==> src/rtl/uart_rx_pkg.sv <==
// Package: shared types for the UART receive status block.
// Assumes an 8-bit character and a four-bit status field.
package uart_rx_pkg;

    localparam int CHAR_W = 8;
    localparam int FLAG_W = 4;

    // One stored character with its own error indications.
    typedef struct packed {
        logic              brk;
        logic              par;
        logic              frm;
        logic [CHAR_W-1:0] data;
    } rx_char_t;

    // Status field; frm is bit 0, ovr is bit 3.
    typedef struct packed {
        logic ovr;
        logic brk;
        logic par;
        logic frm;
    } rx_flags_t;

endpackage

==> src/rtl/uart_rx_decode.sv <==
// Module: register access decode.
// Turns a single-cycle bus strobe into one-hot read/write actions.
// Assumes at most one access per cycle; unknown addresses decode to nothing.
module uart_rx_decode #(
    parameter int                ADDR_W   = 4,
    parameter logic [ADDR_W-1:0] DATA_OFS = 4'h0,
    parameter logic [ADDR_W-1:0] STAT_OFS = 4'h4
) (
    input  logic              en_i,
    input  logic              we_i,
    input  logic [ADDR_W-1:0] addr_i,
    output logic              rd_data_o,
    output logic              rd_stat_o,
    output logic              wr_stat_o
);

    logic hit_data;
    logic hit_stat;

    // Address match per register.
    always_comb begin
        hit_data = (addr_i == DATA_OFS);
        hit_stat = (addr_i == STAT_OFS);
    end

    // Qualify matches with strobe and direction; data writes go nowhere.
    always_comb begin
        rd_data_o = en_i && !we_i && hit_data;
        rd_stat_o = en_i && !we_i && hit_stat;
        wr_stat_o = en_i &&  we_i && hit_stat;
    end

endmodule

==> src/rtl/uart_rx_store.sv <==
// Module: receive character storage.
// A circular queue of DEPTH entries whose usable capacity is DEPTH when
// queueing is enabled and one entry otherwise (the holding slot is simply
// the first queue word). Assumes DEPTH >= 2 and that flush_i is never
// combined with a push it wants kept.
module uart_rx_store #(
    parameter int DEPTH = 16
) (
    input  logic                     clk,
    input  logic                     rst_n,
    input  logic                     fifo_en_i,
    input  logic                     flush_i,
    input  logic                     push_i,
    input  uart_rx_pkg::rx_char_t    push_char_i,
    input  logic                     pop_i,
    output uart_rx_pkg::rx_char_t    head_o,
    output logic                     empty_o,
    output logic                     full_o,
    output logic [$clog2(DEPTH+1)-1:0] count_o
);
    import uart_rx_pkg::*;

    localparam int PTR_W = $clog2(DEPTH);
    localparam int CNT_W = $clog2(DEPTH + 1);
    localparam logic [PTR_W-1:0] PTR_LAST = PTR_W'(DEPTH - 1);
    localparam logic [CNT_W-1:0] CNT_MAX  = CNT_W'(DEPTH);

    rx_char_t         mem [DEPTH];
    logic [PTR_W-1:0] wr_ptr;
    logic [PTR_W-1:0] rd_ptr;
    logic [CNT_W-1:0] count;
    logic             do_push;
    logic             do_pop;

    // Capacity depends on the mode; the holding slot is one entry.
    always_comb begin
        empty_o = (count == '0);
        full_o  = fifo_en_i ? (count == CNT_MAX) : (count != '0);
        do_push = push_i && !full_o && !flush_i;
        do_pop  = pop_i && !empty_o && !flush_i;
        head_o  = mem[rd_ptr];
        count_o = count;
    end

    // Entry array write; contents need no reset as count guards them.
    always_ff @(posedge clk) begin
        if (do_push) begin
            mem[wr_ptr] <= push_char_i;
        end
    end

    // Pointer and occupancy bookkeeping, with flush emptying the queue.
    always_ff @(posedge clk) begin
        if (!rst_n || flush_i) begin
            wr_ptr <= '0;
            rd_ptr <= '0;
            count  <= '0;
        end else begin
            if (do_push) begin
                wr_ptr <= (wr_ptr == PTR_LAST) ? '0 : wr_ptr + 1'b1;
            end
            if (do_pop) begin
                rd_ptr <= (rd_ptr == PTR_LAST) ? '0 : rd_ptr + 1'b1;
            end
            case ({do_push, do_pop})
                2'b10:   count <= count + 1'b1;
                2'b01:   count <= count - 1'b1;
                default: count <= count;
            endcase
        end
    end

endmodule

==> src/rtl/uart_rx_flags.sv <==
// Module: status flag register.
// Framing, parity and break are replaced as a group when a character is
// removed by a data read; overrun is sticky. A clear strobe zeroes all
// four, but an overrun arriving in the same cycle still wins.
module uart_rx_flags (
    input  logic                   clk,
    input  logic                   rst_n,
    input  logic                   load_i,
    input  uart_rx_pkg::rx_char_t  load_char_i,
    input  logic                   ovr_set_i,
    input  logic                   clear_i,
    output uart_rx_pkg::rx_flags_t flags_o
);
    import uart_rx_pkg::*;

    rx_flags_t flags_q;

    // Per-character error bits: loaded on a pop, cleared on a status write.
    always_ff @(posedge clk) begin
        if (!rst_n || clear_i) begin
            flags_q.frm <= 1'b0;
            flags_q.par <= 1'b0;
            flags_q.brk <= 1'b0;
        end else if (load_i) begin
            flags_q.frm <= load_char_i.frm;
            flags_q.par <= load_char_i.par;
            flags_q.brk <= load_char_i.brk;
        end
    end

    // Sticky overrun bit: set dominates clear.
    always_ff @(posedge clk) begin
        if (!rst_n) begin
            flags_q.ovr <= 1'b0;
        end else if (ovr_set_i) begin
            flags_q.ovr <= 1'b1;
        end else if (clear_i) begin
            flags_q.ovr <= 1'b0;
        end
    end

    assign flags_o = flags_q;

endmodule

==> src/rtl/uart_rx_status.sv <==
// Module: UART receive data and error status, top level.
// Stores received characters with their error bits, serves data and status
// reads with one cycle of latency, and tracks overrun. Assumes the receiver
// delivers at most one character per cycle and that accesses are single-cycle.
module uart_rx_status #(
    parameter int                DEPTH    = 16,
    parameter int                ADDR_W   = 4,
    parameter logic [ADDR_W-1:0] DATA_OFS = 4'h0,
    parameter logic [ADDR_W-1:0] STAT_OFS = 4'h4
) (
    input  logic                          clk,
    input  logic                          rst_n,
    input  logic                          fifo_en_i,
    input  logic                          rx_valid_i,
    input  logic [uart_rx_pkg::CHAR_W-1:0] rx_data_i,
    input  logic                          rx_frame_err_i,
    input  logic                          rx_parity_err_i,
    input  logic                          rx_break_i,
    input  logic                          bus_en_i,
    input  logic                          bus_we_i,
    input  logic [ADDR_W-1:0]             bus_addr_i,
    output logic [uart_rx_pkg::CHAR_W-1:0] bus_rdata_o
);
    import uart_rx_pkg::*;

    localparam int CNT_W = $clog2(DEPTH + 1);
    localparam int PAD_W = CHAR_W - FLAG_W;

    logic              fifo_en_q;
    logic              flush;
    logic              rd_data;
    logic              rd_stat;
    logic              wr_stat;
    logic              push;
    logic              pop;
    logic              ovr_evt;
    logic              empty;
    logic              full;
    logic [CNT_W-1:0]  count;
    rx_char_t          in_char;
    rx_char_t          head;
    rx_flags_t         flags;
    logic [CHAR_W-1:0] last_data;
    logic [CHAR_W-1:0] rdata_q;

    // Remember the mode so that a change can be seen as a flush request.
    always_ff @(posedge clk) begin
        if (!rst_n) begin
            fifo_en_q <= 1'b1;
        end else begin
            fifo_en_q <= fifo_en_i;
        end
    end

    // Pack the incoming character and derive push, pop and overrun.
    always_comb begin
        flush          = (fifo_en_i != fifo_en_q);
        in_char.data   = rx_data_i;
        in_char.frm    = rx_frame_err_i;
        in_char.par    = rx_parity_err_i;
        in_char.brk    = rx_break_i;
        push           = rx_valid_i && !flush;
        ovr_evt        = push && full;
        pop            = rd_data && !empty;
    end

    uart_rx_decode #(
        .ADDR_W   (ADDR_W),
        .DATA_OFS (DATA_OFS),
        .STAT_OFS (STAT_OFS)
    ) u_decode (
        .en_i      (bus_en_i),
        .we_i      (bus_we_i),
        .addr_i    (bus_addr_i),
        .rd_data_o (rd_data),
        .rd_stat_o (rd_stat),
        .wr_stat_o (wr_stat)
    );

    uart_rx_store #(
        .DEPTH (DEPTH)
    ) u_store (
        .clk         (clk),
        .rst_n       (rst_n),
        .fifo_en_i   (fifo_en_i),
        .flush_i     (flush),
        .push_i      (push),
        .push_char_i (in_char),
        .pop_i       (pop),
        .head_o      (head),
        .empty_o     (empty),
        .full_o      (full),
        .count_o     (count)
    );

    uart_rx_flags u_flags (
        .clk         (clk),
        .rst_n       (rst_n),
        .load_i      (pop),
        .load_char_i (head),
        .ovr_set_i   (ovr_evt),
        .clear_i     (wr_stat),
        .flags_o     (flags)
    );

    // Last character handed to software, returned again on empty reads.
    always_ff @(posedge clk) begin
        if (!rst_n) begin
            last_data <= '0;
        end else if (pop) begin
            last_data <= head.data;
        end
    end

    // Registered read response, updated only by read strobes.
    always_ff @(posedge clk) begin
        if (!rst_n) begin
            rdata_q <= '0;
        end else if (rd_data) begin
            rdata_q <= empty ? last_data : head.data;
        end else if (rd_stat) begin
            rdata_q <= {PAD_W'(0), flags};
        end else if (bus_en_i && !bus_we_i) begin
            rdata_q <= '0;
        end
    end

    assign bus_rdata_o = rdata_q;

endmodule

==> config.mk <==
export PLATFORM = sky130hd
export DESIGN_NAME = uart_rx_status
export DESIGN_NICKNAME = d
export VERILOG_FILES = /design/src/rtl/uart_rx_pkg.sv /design/src/rtl/uart_rx_decode.sv /design/src/rtl/uart_rx_store.sv /design/src/rtl/uart_rx_flags.sv /design/src/rtl/uart_rx_status.sv
export SDC_FILE = /design/constraint.sdc
export NUM_CORES = 1
export LEC_CHECK = 0
export ABC_AREA = 1
export BUFFER_PORTS_ARGS = -buffer_cell sky130_fd_sc_hd__buf_2
export CELL_PAD_IN_SITES_DETAIL_PLACEMENT = 1
export CELL_PAD_IN_SITES_GLOBAL_PLACEMENT = 1
export CORE_UTILIZATION = 45
export DETAILED_ROUTE_END_ITERATION = 7
export PLACE_DENSITY_LB_ADDON = 0.05
export SYNTH_ARGS = -nofsm -noshare
export SYNTH_HDL_FRONTEND = slang
export SYNTH_SLANG_ARGS = --single-unit
==> constraint.sdc <==
create_clock -name clk -period 2.2 [get_ports clk]
set_input_delay 0.22 -clock clk [delete_from_list [all_inputs] [get_ports clk]]
set_output_delay 0.22 -clock clk [all_outputs]
set_load 0.1 [all_outputs]
# Word level (Yosys, flattened, before mapping)
# Memories as Yosys holds them, arrays and structs flattened. A register that Yosys moved wholly into a read port is not among the register bits.
# Index checks and enable logic that the tools add are counted.
[totals]
wordCells = 61
register_bits = 34
mem_bits_rw = 176
input_bits = 21
memories = 1
[classes]
n_eq_ne = 7
muxes = 14
add_sub_neg = 4
reduce_logical = 25
[mem_list]
columns = ["memory", "depth", "word_bits", "read_ports", "rd_ports_with_merged_regs", "wr", "line_no", "text"]
rows = [
  ["u_store.mem", 16, 11, 1, 1, 1, "uart_rx_store.sv:28", "rx_char_t mem [DEPTH];"],
]
[op_table]
columns = ["operator", "n"]
rows = [
  ["$mux 8", 4],
  ["$mux 4", 4],
  ["$logic_and 1x1->1", 12],
  ["$pmux 5 s2", 1],
  ["$add 4x1->4 const B", 2],
  ["$eq 4x4->1 const B", 2],
  ["$add 5x1->5 const B", 1],
  ["$eq 5x5->1 const B", 1],
  ["$logic_not 1->1", 5],
  ["$logic_not 5->1", 1],
  ["$mux 1", 5],
  ["$reduce_bool 5->1", 1],
  ["$sub 5x1->5 const B", 1],
  ["$eq 4x3->1 const B", 1],
  ["$logic_not 4->1", 1],
  ["$reduce_bool 2->1", 2],
  ["$reduce_bool 3->1", 1],
  ["$eq 2x1->1 const B", 1],
  ["$eq 2x2->1 const B", 1],
  ["$logic_or 1x1->1", 2],
  ["$ne 1x1->1", 1],
]

# Logic depth before layout (Yosys ltp)
# Gate-level depths: netlist (run 1).
[logic_depth]
depth_word = 8
mapped_depth = 17

# Modules after synthesis
# From an unflattened synthesis (run 1), not the netlist that was laid out.
[hier_totals]
hier_cells = 863
area_unflattened_um2 = 9316.4
[modules_own_cells]
columns = ["mod", "seq_area_each_um2", "cells_per_inst", "area_each_um2", "instances"]
rows = [
  ["uart_rx_store", 5625.4, 714, 8205.4, 1],
  ["uart_rx_status", 340.3, 117, 918.4, 1],
  ["uart_rx_flags", 80.1, 19, 141.4, 1],
  ["uart_rx_decode", 0.0, 13, 51.3, 1],
]

# Worst setup path before layout (run 1)
# No wires, ideal clock.
[synth_path]
kind = "register -> register"
from = "register u_store.count[0], in the netlist u_store.count_o[0]"
to = "memory u_store.mem[7][0] in the netlist's numbering, enable pin"
setup_time_ns = 0.393
path_buffers = 1
t_required_ns = 1.807
t_arrival_ns = 1.881
stages_incl_launch_ff = 9
path_slack_ns = -0.074
path_cell_list = "dfxtp_1 -> nor2_2 -> nand3_2 -> nand2_2 -> nand2_2 -> buf_6 -> inv_1 -> nand2_2 -> nor3_1"
[synth_between]
elab_chain_cells = 7
word_cells_on_any_way = 8
[synth_lines]
columns = ["element", "line_no", "text"]
rows = [
  ["start: declaration", "uart_rx_store.sv:31", "logic [CNT_W-1:0] count;"],
  ["start signal: assignment", "uart_rx_store.sv:66", "2'b10: count <= count + 1'b1;"],
  ["start signal: assignment", "uart_rx_store.sv:67", "2'b01: count <= count - 1'b1;"],
  ["start signal: assignment", "uart_rx_store.sv:68", "default: count <= count;"],
  ["$eq 5x5->1 / $reduce_bool 5->1 (equally long branches)", "uart_rx_store.sv:38", "full_o = fifo_en_i ? (count == CNT_MAX) : (count != '0);"],
  ["$mux 1 (*)", "uart_rx_store.sv:38", ""],
  ["$logic_not 1->1 (*)", "uart_rx_store.sv:39", "do_push = push_i && !full_o && !flush_i;"],
  ["$logic_and 1x1->1 (*) (2 in a row)", "uart_rx_store.sv:39", ""],
  ["$mux 1 (*)", "uart_rx_store.sv:47", "if (do_push) begin"],
  ["$mux 1 (not written as such) (*)", "uart_rx_store.sv:48", "mem[wr_ptr] <= push_char_i;"],
  ["end: declaration", "uart_rx_store.sv:28", ""],
]
# Mark *: on every way between the ends. The rest lies on a longest branch, timed or not.

# Final worst setup path (run 1)
[layout_path]
from = "register u_store.count[0], in the netlist u_store.count_o[0]"
to = "register u_store.count[4], in the netlist u_store.count_o[4]"
[layout_between]
elab_chain_cells = 7
word_cells_on_any_way = 17
[layout_lines]
columns = ["element", "line_no", "text"]
rows = [
  ["$logic_not 5->1 (*)", "uart_rx_store.sv:37", "empty_o = (count == '0);"],
  ["$logic_not 1->1 (*)", "uart_rx_store.sv:40, uart_rx_status.sv:64", ""],
  ["$logic_and 1x1->1", "uart_rx_status.sv:64", "pop = rd_data && !empty;"],
  ["$logic_and 1x1->1 (*) (2 in a row)", "uart_rx_store.sv:40", "do_pop = pop_i && !empty_o && !flush_i;"],
  ["net u_store.do_pop", "uart_rx_store.sv:33", "logic do_pop;"],
  ["$eq 2x1->1 / $eq 2x2->1 (equally long branches)", "uart_rx_store.sv:65", "case ({do_push, do_pop})"],
  ["$pmux 5 s2 / $reduce_bool 2->1 (equally long branches)", "-", ""],
]
# Mark *: on every way through the listed nets, which the timed path passes. The rest lies on a longest branch.
# A chain may end at the register's enable or synchronous reset.

==> out/qor.yml, run 1 <==
gp_congestion: 0.8082
slew_headroom_pct: 56.73
io_buffers: 28
critical_path.reg2reg.endpoint: "u_store.count_o[4]"
floorplan.die.width_um: 140.4
synth-warning-count: 0
cts.root.buffer_cell: "clkbuf_16"
synthesis.area_sq_um: 8623
yosysMostFrequentCell: "edfxtp_1"
route.detailed.drc: 0
grt_use_met1_pct: 32.46
timing.critical_path.buf_inv: 1
layout.nets: 812
worst-path-stages: 15
synth_top_area_cell: "edfxtp_1"
synth_top_area_share_pct: 61.29
clock_latency_ns: 0.51
grt_pass1_vias: 6381
num_vias: 5948
synth_seq_cells: 214
drive_gt1_share_pct: 15.00
hold_fails_final_rpt: 0
dieHeight_um: 140.4
pin_count_of_the_biggest_net_entering_global_routing: 45
routedWlPerCell_um: 22.35
syn-num-nets: 757
global_route_wire_length_before_repair_mm: 36.14
synth_compound_gate_area_share_pct: 13.60
fin_area_sq_um: 10110
yosys.cell_types.count: 38
worst_pin_slew_ns: 0.6450
post_synth_fa_ha_maj_area_fraction_pct: 1.161
combinational_fraction_of_design_power_pct: 3.9
worst_setup_path_endpoint: "u_store.count_o[4]"
crit_path_frequent_cell: "nand2_1"
most_used_standard_cells_in_the_synthesized_netlist: "edfxtp_1 (176), nor2_1 (121), o21ai_0 (106), nand2_1 (60), dfxtp_1 (38)"
hold_start: "rx_data_i[6]"
cts_buffers: 23
worst_case_clock_skew_ns: 0.01100
clkPwrFrac_pct: 44.4
synth_edf_count: 176
asyncSetResetFlopFracSynth_pct: 0
gate_count_post_synth: 728
cts_tree: "done"
worstSetupPathType: "reg2reg"
critical_path.endpoint_type: "flip-flop"
postSynth.topFlopCell: "edfxtp_1"
postCtsSetupBuffers: 0
use_met2_pct: 42.21
r2r_setup_slack_ns: 0.18
grtUsageMet3_pct: 3.590
max_freq_ghz: 0.4950
critical_path_arrival_ns: 2.42
path_clk_slew_ns: 0.06
r2r-start: "u_store.count_o[0]"
timing.hold.ws_ns: 0.1005
vdd_drop_max_v: 0.0006515
timing.critical_path.required_ns: 2.60
drv_slew: 0
portion_of_netlist_area_occupied_by_mux_cells_pct: 0
via_per_inst: 5.752
timing.max_cap.violations: 0
postSynthAreaPerCell_sq_um: 11.85
critical-path-slowest-cell: "dfxtp_2"
ff_to_ff_path_depth: 15
core-area_sq_um: 18770
routed_wl_mm: 23.11
antenna_found_initial: 0
gr-max-usage-layer: "met2"
static-leakage-power_nw: 3.561
startpoint: "u_store.count_o[0]"
fin_crit_ns: 2.020
drt_iter0_drc: 361
worstHoldPathType: "in2reg"
status: "complete, no violations"
gr-usage-all-layers_pct: 24.59
dr.pass1.iters: 5
synth_sequential_area_ratio_pct: 70.11
yosys.area_share.simple_pct: 11.03
h_tree_levels: 1
internal_power_w: 0.006807
postPlaceCellArea_sq_um: 9341
final_min_period_over_clock_period_pct: 91.83
ioPinCount: 29
power.share.sequential_pct: 51.7
timing.critical_path.max_delay_family: "simple AND/OR/NAND/NOR gates"
clk_path_buf_depth: 3
final.setup.tns_ns: 0
power.density_cell_area_nw_per_um2: 849.2
ant_nets: 0
crit_path_cell_trace: "nor2_2 -> nand3_2 -> nand2_2 -> nor2_8 -> ha_2 -> xor2_2 -> ha_1 -> inv_1 -> nand2_2 -> nand2_1 -> nand2_1 -> nand2_1 -> nand2_1 -> nand2_1 -> a21oi_2"
power.switching_w: 0.001781
gr-total-overflow: 0
antenna_fix_cells: 0
detailed_place_hpwl_mm: 14.82
synth_top_cells_by_area: "edfxtp_1 (61%), dfxtp_1 (8.8%), o21ai_0 (6.2%)"
synth_top_family_by_area: "compound AO/OA/AOI/OAI gates"
share_of_the_synthesized_netlist_area_taken_by_xor_and_xnor_gates_pct: 0.4063
swShare_pct: 20.74
area_delta_synth_final_pct: 17.28
setup_violations: 0
start_util_pct: 45.95
crit_path_start_kind: "flip-flop"
grt_setup_unrepaired: "no"
worst-path-max-fanout: 4
num_rows: 50
dieArea_sq_um: 19720
numClockSinks: 214
timing.critical_path.slowest_cell_delay_ns: 0.34
[registers in the layout (all words and copies together) (netlist names), named ones only]
name,cells
u_store.wr_ptr,4
bus_rdata_o,8
u_store.count_o,5
u_flags.flags_o,4
u_store.rd_ptr,4
last_data,8
fifo_en_q,1
u_store.mem,176
[metrics by stage]
step / instances / worst slack [ns] / total power [W] / util [%]
5_1_grt: 1034 / 0.01633 / 0.008848 / 53.89
4_1_cts: 1034 / 0.05022 / 0.008663 / 53.81
3_5_place_dp: 991 / 0.06758 / 0.004856 / 49.77
6_report: 1034 / 0.1797 / 0.008588 / 53.89
3_3_place_gp: 991 / 0.1995 / 0.004840 / 49.77
2_1_floorplan: 728 / 0.2387 / 0.004703 / -
[power by group through the flow]
stage	logic (W)	registers, W	clock network [W]
floorplan	0.000124	0.00458	0
detailed placement	0.000334	0.00452	0
global route	0.000367	0.00444	0.00404
finish	0.000338	0.00444	0.00381
CTS	0.000337	0.00444	0.00389
global placement	0.000321	0.00452	0
[worst min-delay path by stage]
stage                     cells after the start  slack (ns)                 end
after floorplan                               2        0.32           fifo_en_q
after global placement                        3        0.44           fifo_en_q
after detailed placement                      3        0.46           fifo_en_q
after CTS                                     1        0.09   u_store.mem[6][0]
after global routing                          3         0.1           fifo_en_q
final                                         1        0.10  u_store.mem[10][6]
[layer usage]
layer / routed length, um / vias up
met5: 0 / -
met4: 590 / 0
met3: 818 / 40
met2: 11480 / 107
met1: 10230 / 3043
li1: - / 2758
[cell type report]
type / count / area (sq um)
fillers: 1967 / 8655
flip-flops and latches: 214 / 6050
multi-input cells: 442 / 2276
clock buffers: 37 / 668.1
repair buffers: 68 / 618.1
well taps: 234 / 292.8
inverters: 34 / 130.1
clock inverters: 5 / 78.83
[kinds of logic after synthesis]
group	count (synthesis)
flops	214
simple gates	226
xor+xnor	4
fa+ha+maj	8
compound gates	204
buf+inv	72
[cells in the final DEF, fill, tap and decap left out, types with 4 or more instances in the layout]
master       n
o22ai_1     18
o21ai_1     12
buf_12      14
clkbuf_16   23
o211ai_1     6
nand2_1     59
nand2_2      6
clkbuf_8     4
nor2_1     121
nand3_1     25
o221ai_1    23
buf_2       28
buf_4       25
dfxtp_1     35
clkbuf_1    10
a21oi_1     31
ha_1         7
edfxtp_1   176
inv_1       30
o21ai_0    106
[timing repair]
item | in CTS | in global routing
hold buffers | 1 | 0
endpoints found under the setup margin | 0 | 2
gates resized for setup | 0 | 5
endpoints found under the hold margin | 1 | 0
Power figures use the tool's default switching activity.
==> inputs of run 2 (changes only) <==
RECOVER_POWER = 50   (was unset)
==> out/qor.yml, run 2 (synthesis gave the netlist of run 1 again) <==
io_buffers: 28  # unchanged
routedWlPerCell_um: 22.37  # was 22.35 um
num_vias: 5939  # was 5,948
worstSetupPathType: "reg2reg"  # unchanged
drt_iter0_drc: 332  # was 361
slew_headroom_pct: 20.44  # was 56.73%
dr.pass1.iters: 5  # unchanged
power.share.sequential_pct: 51.7  # about the same
hold_fails_final_rpt: 0  # unchanged
gr-total-overflow: 0  # unchanged
timing.hold.ws_ns: 0.1101  # was 0.1005 ns
static-leakage-power_nw: 3.487  # was 3.561 nW
post-route-worst-setup-slack_ns: 0.1818  # was 0.1797 ns
dieArea_sq_um: 19720  # unchanged
postPlaceCellArea_sq_um: 9341  # unchanged
final_min_period_over_clock_period_pct: 91.74  # was 91.83%
routed_wl_mm: 23.13  # was 23.11 mm
setup_violations: 0  # unchanged
swShare_pct: 20.74  # about the same
grt_setup_unrepaired: "no"  # unchanged
power.switching_w: 0.001779  # was 0.001781 W
antenna_found_initial: 0  # unchanged
power.density_cell_area_nw_per_um2: 851.4  # was 849.2 nW/um^2
dieHeight_um: 140.4  # unchanged
start_util_pct: 45.95  # unchanged
num_rows: 50  # unchanged
worst-path-max-fanout: 4  # unchanged
cts_tree: "done"  # unchanged
postCtsSetupBuffers: 0  # unchanged
worst_case_clock_skew_ns: 0.009688  # was 0.01100 ns
ant_nets: 0  # unchanged
cts.root.buffer_cell: "clkbuf_16"  # unchanged
commonest_cells_after_routing_fill_and_taps_aside: "edfxtp_1 (176), nor2_1 (121), o21ai_0 (107)"  # was edfxtp_1 (176), nor2_1 (121), o21ai_0 (106)
clk_path_buf_depth: 3  # unchanged
global_route_wire_length_before_repair_mm: 36.14  # unchanged
timing.critical_path.required_ns: 2.60  # about the same
detailed_place_hpwl_mm: 14.82  # unchanged
via_per_inst: 5.744  # was 5.752
path_clk_slew_ns: 0.06  # about the same
h_tree_levels: 1  # unchanged
max_freq_ghz: 0.4955  # was 0.4950 GHz
pre_cts_ws_ns: 0.06758  # unchanged
drive_gt1_share_pct: 12.13  # was 15.00%
clkPwrFrac_pct: 44.4  # about the same
fin_crit_ns: 2.018  # was 2.020 ns
grt_pass1_vias: 6381  # unchanged
status: "complete, no violations"  # unchanged
drv_slew: 0  # unchanged
area_delta_synth_final_pct: 16.87  # was 17.28%
gp_congestion: 0.8082  # unchanged
crit_path_start_kind: "flip-flop"  # unchanged
finalCoreUtilization_pct: 53.70  # was 53.89%
ioPinCount: 29  # unchanged
fin_area_sq_um: 10080  # was 10,110 sq um
clock_latency_ns: 0.51  # about the same
floorplan.die.width_um: 140.4  # unchanged
gr-usage-all-layers_pct: 24.59  # unchanged
critical_path.endpoint_type: "flip-flop"  # unchanged
route.detailed.drc: 0  # unchanged
antenna_fix_cells: 0  # unchanged
numClockSinks: 214  # unchanged
critical_path_arrival_ns: 2.41  # was 2.42 ns
combinational_fraction_of_design_power_pct: 3.8  # was 3.9%
vdd_drop_max_v: 0.0006549  # was 0.0006515 V
reg_with_most_ffs: "u_store.mem"  # unchanged
final.setup.tns_ns: 0  # unchanged
worstHoldPathType: "in2reg"  # unchanged
final_common_cell: "edfxtp_1"  # unchanged
internal_power_w: 0.006802  # was 0.006807 W
core-area_sq_um: 18770  # unchanged
pin_count_of_the_biggest_net_entering_global_routing: 45  # unchanged
largest_register_ffs: 176  # unchanged
worst_pin_slew_ns: 1.198  # was 0.6450 ns
cts_buffers: 23  # unchanged
layout.nets: 812  # unchanged
timing.max_cap.violations: 0  # unchanged
[run 2: final cells by class]
cell class,count,area [sq um]
clock inverter,5,78.83
sequential,214,6050
timing repair buffer,68,585.6
multi-input combinational,442,2273
fill,1977,8690
clock buffer,37,668.1
inverter,34,130.1
tap,234,292.8
[run 2: path summary, 6_finish.rpt]
path	from	cells after the start	slack (ns)	to
worst max-delay path	u_store.count_o[0]	15	0.18	u_store.count_o[4]
worst min register to register	last_data[6]	2	0.47	last_data[6]
worst max register to register	u_store.count_o[0]	15	0.18	u_store.count_o[4]
worst min-delay path	rst_n	3	0.11	fifo_en_q
[run 2: timing repair]
action                     CTS  global route
setup endpoints to repair    0             2
resized for setup            0             5
hold endpoints to repair     1             0
hold buffers                 1             0
[run 2: stage by stage]
| step | instances | power [W] |
|---|---|---|
| floorplan | 728 | 0.004703 |
| detailed placement | 991 | 0.004856 |
| finish | 1034 | 0.008581 |
| global placement | 991 | 0.004840 |
| global route | 1034 | 0.008842 |
| CTS | 1034 | 0.008663 |
[run 2: metal layers]
metal | routed length (um) | GRT usage, % | up-vias | part of all wire [%]
met2 | 11490 | 42.21 | 108 | 50
met5 | 0 | 0 | - | 0
met4 | 592 | 7.172 | 0 | 2.6
li1 | - | - | 2756 | -
met3 | 879 | 3.590 | 40 | 3.8
met1 | 10170 | 32.46 | 3035 | 44
[run 2: critical path, stage by stage (launching register included)]
cell and delay (ns):
dfxtp_2 0.34, nor2_2 0.14, nand3_2 0.14, nand2_2 0.16, nor2_8 0.04, ha_2 0.22
xor2_2 0.16, ha_1 0.19, inv_1 0.07, nand2_2 0.06, nand2_1 0.08, nand2_1 0.06
nand2_1 0.05, nand2_1 0.06, nand2_1 0.07, a21oi_2 0.05
[run 2: power groups by stage]
stage	sequential, W	clock (W)	combinational [W]
finish	0.00444	0.00381	0.000329
global route	0.00444	0.00404	0.000359
CTS	0.00444	0.00389	0.000337
detailed placement	0.00452	0	0.000334
global placement	0.00452	0	0.000321
floorplan	0.00458	0	0.000124
==> inputs of run 3 (changes only) <==
CORE_ASPECT_RATIO = 0.5   (was unset)
==> out/qor.yml, run 3 (synthesis gave the netlist of run 1 again) <==
clock_latency_ns: 0.50  # was 0.51 ns
grt_setup_unrepaired: "no"  # unchanged
global_route_wire_length_before_repair_mm: 34.96  # was 36.14 mm
reg_with_most_ffs: "u_store.mem"  # unchanged
ant_nets: 0  # unchanged
dieArea_sq_um: 19750  # was 19,720 sq um
cts_buffers: 20  # was 23
final.setup.tns_ns: 0  # unchanged
antenna_fix_cells: 0  # unchanged
drv_slew: 0  # unchanged
grtUsageMet3_pct: 3.528  # was 3.590%
status: "complete, no violations"  # unchanged
core-area_sq_um: 18570  # was 18,770 sq um
critical_path.endpoint_type: "flip-flop"  # unchanged
hold_path_end: "fifo_en_q"  # unchanged
numClockSinks: 214  # unchanged
setup_violations: 0  # unchanged
final_common_cell: "edfxtp_1"  # unchanged
worst_pin_slew_ns: 1.173  # was 1.198 ns
final_min_period_over_clock_period_pct: 91.60  # was 91.74%
r2r_setup_slack_ns: 0.18  # about the same
critical_path_arrival_ns: 2.44  # was 2.41 ns
postPlaceCellArea_sq_um: 9388  # was 9341 sq um
swShare_pct: 21.07  # was 20.74%
via_per_inst: 5.665  # was 5.744
gr-total-overflow: 0  # unchanged
fin_area_sq_um: 10010  # was 10,080 sq um
cts.root.buffer_cell: "clkbuf_16"  # unchanged
gr-max-usage-layer: "met1"  # was met2
r2r-start: "u_store.count_o[1]"  # was u_store.count_o[0]
cts_tree: "done"  # unchanged
clkPwrFrac_pct: 41.6  # was 44.4%
gr-usage-all-layers_pct: 23.92  # was 24.59%
static-leakage-power_nw: 3.458  # was 3.487 nW
power.share.sequential_pct: 54.5  # was 51.7%
dr.pass1.iters: 4  # was 5
slew_headroom_pct: 22.12  # was 20.44%
h_tree_levels: 1  # unchanged
use_met2_pct: 36.35  # was 42.21%
crit_path_start_kind: "flip-flop"  # unchanged
max_freq_ghz: 0.4962  # was 0.4955 GHz
grt_use_met1_pct: 36.60  # was 32.46%
floorplan.die.width_um: 197.8  # was 140.4 um
path_clk_slew_ns: 0.06  # about the same
layout.nets: 812  # unchanged
design_power_w: 0.008142  # was 0.008581 W
routedWlPerCell_um: 21.48  # was 22.37 um
hold_fails_final_rpt: 0  # unchanged
clk_path_buf_depth: 3  # unchanged
gp_congestion: 0.8057  # was 0.8082
io_buffers: 28  # unchanged
num_rows: 35  # was 50
combinational_fraction_of_design_power_pct: 3.9  # was 3.8%
routed_wl_mm: 22.66  # was 23.13 mm
largest_register_ffs: 176  # unchanged
vdd_drop_max_v: 0.0003989  # was 0.0006549 V
drive_gt1_share_pct: 11.68  # was 12.13%
power.switching_w: 0.001716  # was 0.001779 W
num_vias: 5977  # was 5,939
worst_case_clock_skew_ns: 0.01558  # was 0.009688 ns
timing.hold.ws_ns: 0.1232  # was 0.1101 ns
ioPinCount: 29  # unchanged
area_delta_synth_final_pct: 16.11  # was 16.87%
fin_crit_ns: 2.015  # was 2.018 ns
startpoint: "u_store.count_o[1]"  # was u_store.count_o[0]
worst-path-max-fanout: 4  # unchanged
timing.max_cap.violations: 0  # unchanged
start_util_pct: 46.44  # was 45.95%
detailed_place_hpwl_mm: 14.14  # was 14.82 mm
min_delay_path_depth: 3  # unchanged
dieHeight_um: 99.89  # was 140.4 um
hold_start: "rst_n"  # unchanged
route.detailed.drc: 0  # unchanged
commonest_cells_after_routing_fill_and_taps_aside: "edfxtp_1 (176), nor2_1 (121), o21ai_0 (107)"  # unchanged
antenna_found_initial: 0  # unchanged
ff_to_ff_path_depth: 14  # was 15
n_fill_cell: 1943  # was 1,977
internal_power_w: 0.006426  # was 0.006802 W
pin_count_of_the_biggest_net_entering_global_routing: 54  # was 45
power.density_cell_area_nw_per_um2: 813.2  # was 851.4 nW/um^2
critical_path.reg2reg.endpoint: "u_store.count_o[4]"  # unchanged
drt_iter0_drc: 483  # was 332
worstSetupPathType: "reg2reg"  # unchanged
timing.critical_path.required_ns: 2.62  # was 2.60 ns
grt_pass1_vias: 5996  # was 6,381
worstHoldPathType: "in2reg"  # unchanged
==> run 3: cell count changes in the layout (fill, tap and decap cells not counted), sizes merged <==
cell / previous run / this run
clkinv: 4 / 7
buf: 47 / 48
inv: 33 / 32
clkbuf: 57 / 51
bufinv: 2 / 1
==> run 3: critical path, stage by stage, from the launching register on <==
cell and delay [ns]:
dfxtp_1 0.38, nor2_2 0.16, nand3_2 0.14, nand2_2 0.12, nand2_2 0.07, ha_2 0.21
ha_1 0.31, inv_1 0.07, nor2_1 0.10, nand2_1 0.08, nand2_1 0.07, nand2_1 0.04
nand2_1 0.05, nand2_1 0.06, a21oi_2 0.11
==> run 3: how the worst max path moves through the flow <==
stage	endpoint	slack [ns]	cells past startpoint
floorplan	u_store.mem[15][0]	0.24	8
global placement	u_store.count_o[4]	0.19	17
detailed placement	u_store.count_o[4]	0.13	17
CTS	u_store.count_o[4]	0.15	15
global route	u_store.mem[11][1]	0.04	8
finish	u_store.count_o[4]	0.18	14
==> run 3: cell type report <==
| type | instances | area (sq um) | area share [%] |
|---|---|---|---|
| Inverter | 34 | 130.1 | 1.300 |
| Tap cell | 259 | 324.1 | 3.237 |
| Timing Repair Buffer | 71 | 608.1 | 6.073 |
| Clock inverter | 6 | 51.30 | 0.5124 |
| Clock buffer | 29 | 575.6 | 5.749 |
| Multi-Input combinational cell | 442 | 2276 | 22.73 |
| Sequential cell | 214 | 6047 | 60.40 |
==> run 3: metal layers <==
metal  share of wire (%)  vias up
met5                   0        -
met3                 5.3       28
met1                  49     3043
met4                 1.4        0
met2                  44      151
li1                    -     2755
==> run 3: timing repair <==
action                                  CTS  global route
hold buffers                              1             0
gates resized for setup                   0             3
hold endpoints to repair                  1             0
endpoints found under the setup margin    0             1
buffers inserted                          0             1
==> run 3: power by group through the flow <==
stage                     registers [W]  clock network, W  logic (W)
after floorplan                 0.00458                 0   0.000124
after global placement          0.00452                 0   0.000315
after detailed placement        0.00452                 0   0.000320
after CTS                       0.00443           0.00345   0.000322
after global routing            0.00444           0.00357   0.000349
final                           0.00443           0.00339   0.000319
==> run 3: metrics by stage <==
step	instances	setup WS, ns	utilization, %
2_1_floorplan	728	0.2387	-
3_3_place_gp	1018	0.1941	50.56
3_5_place_dp	1018	0.1318	50.56
4_1_cts	1054	0.1533	53.99
5_1_grt	1055	0.03627	53.92
6_report	1055	0.1848	53.92
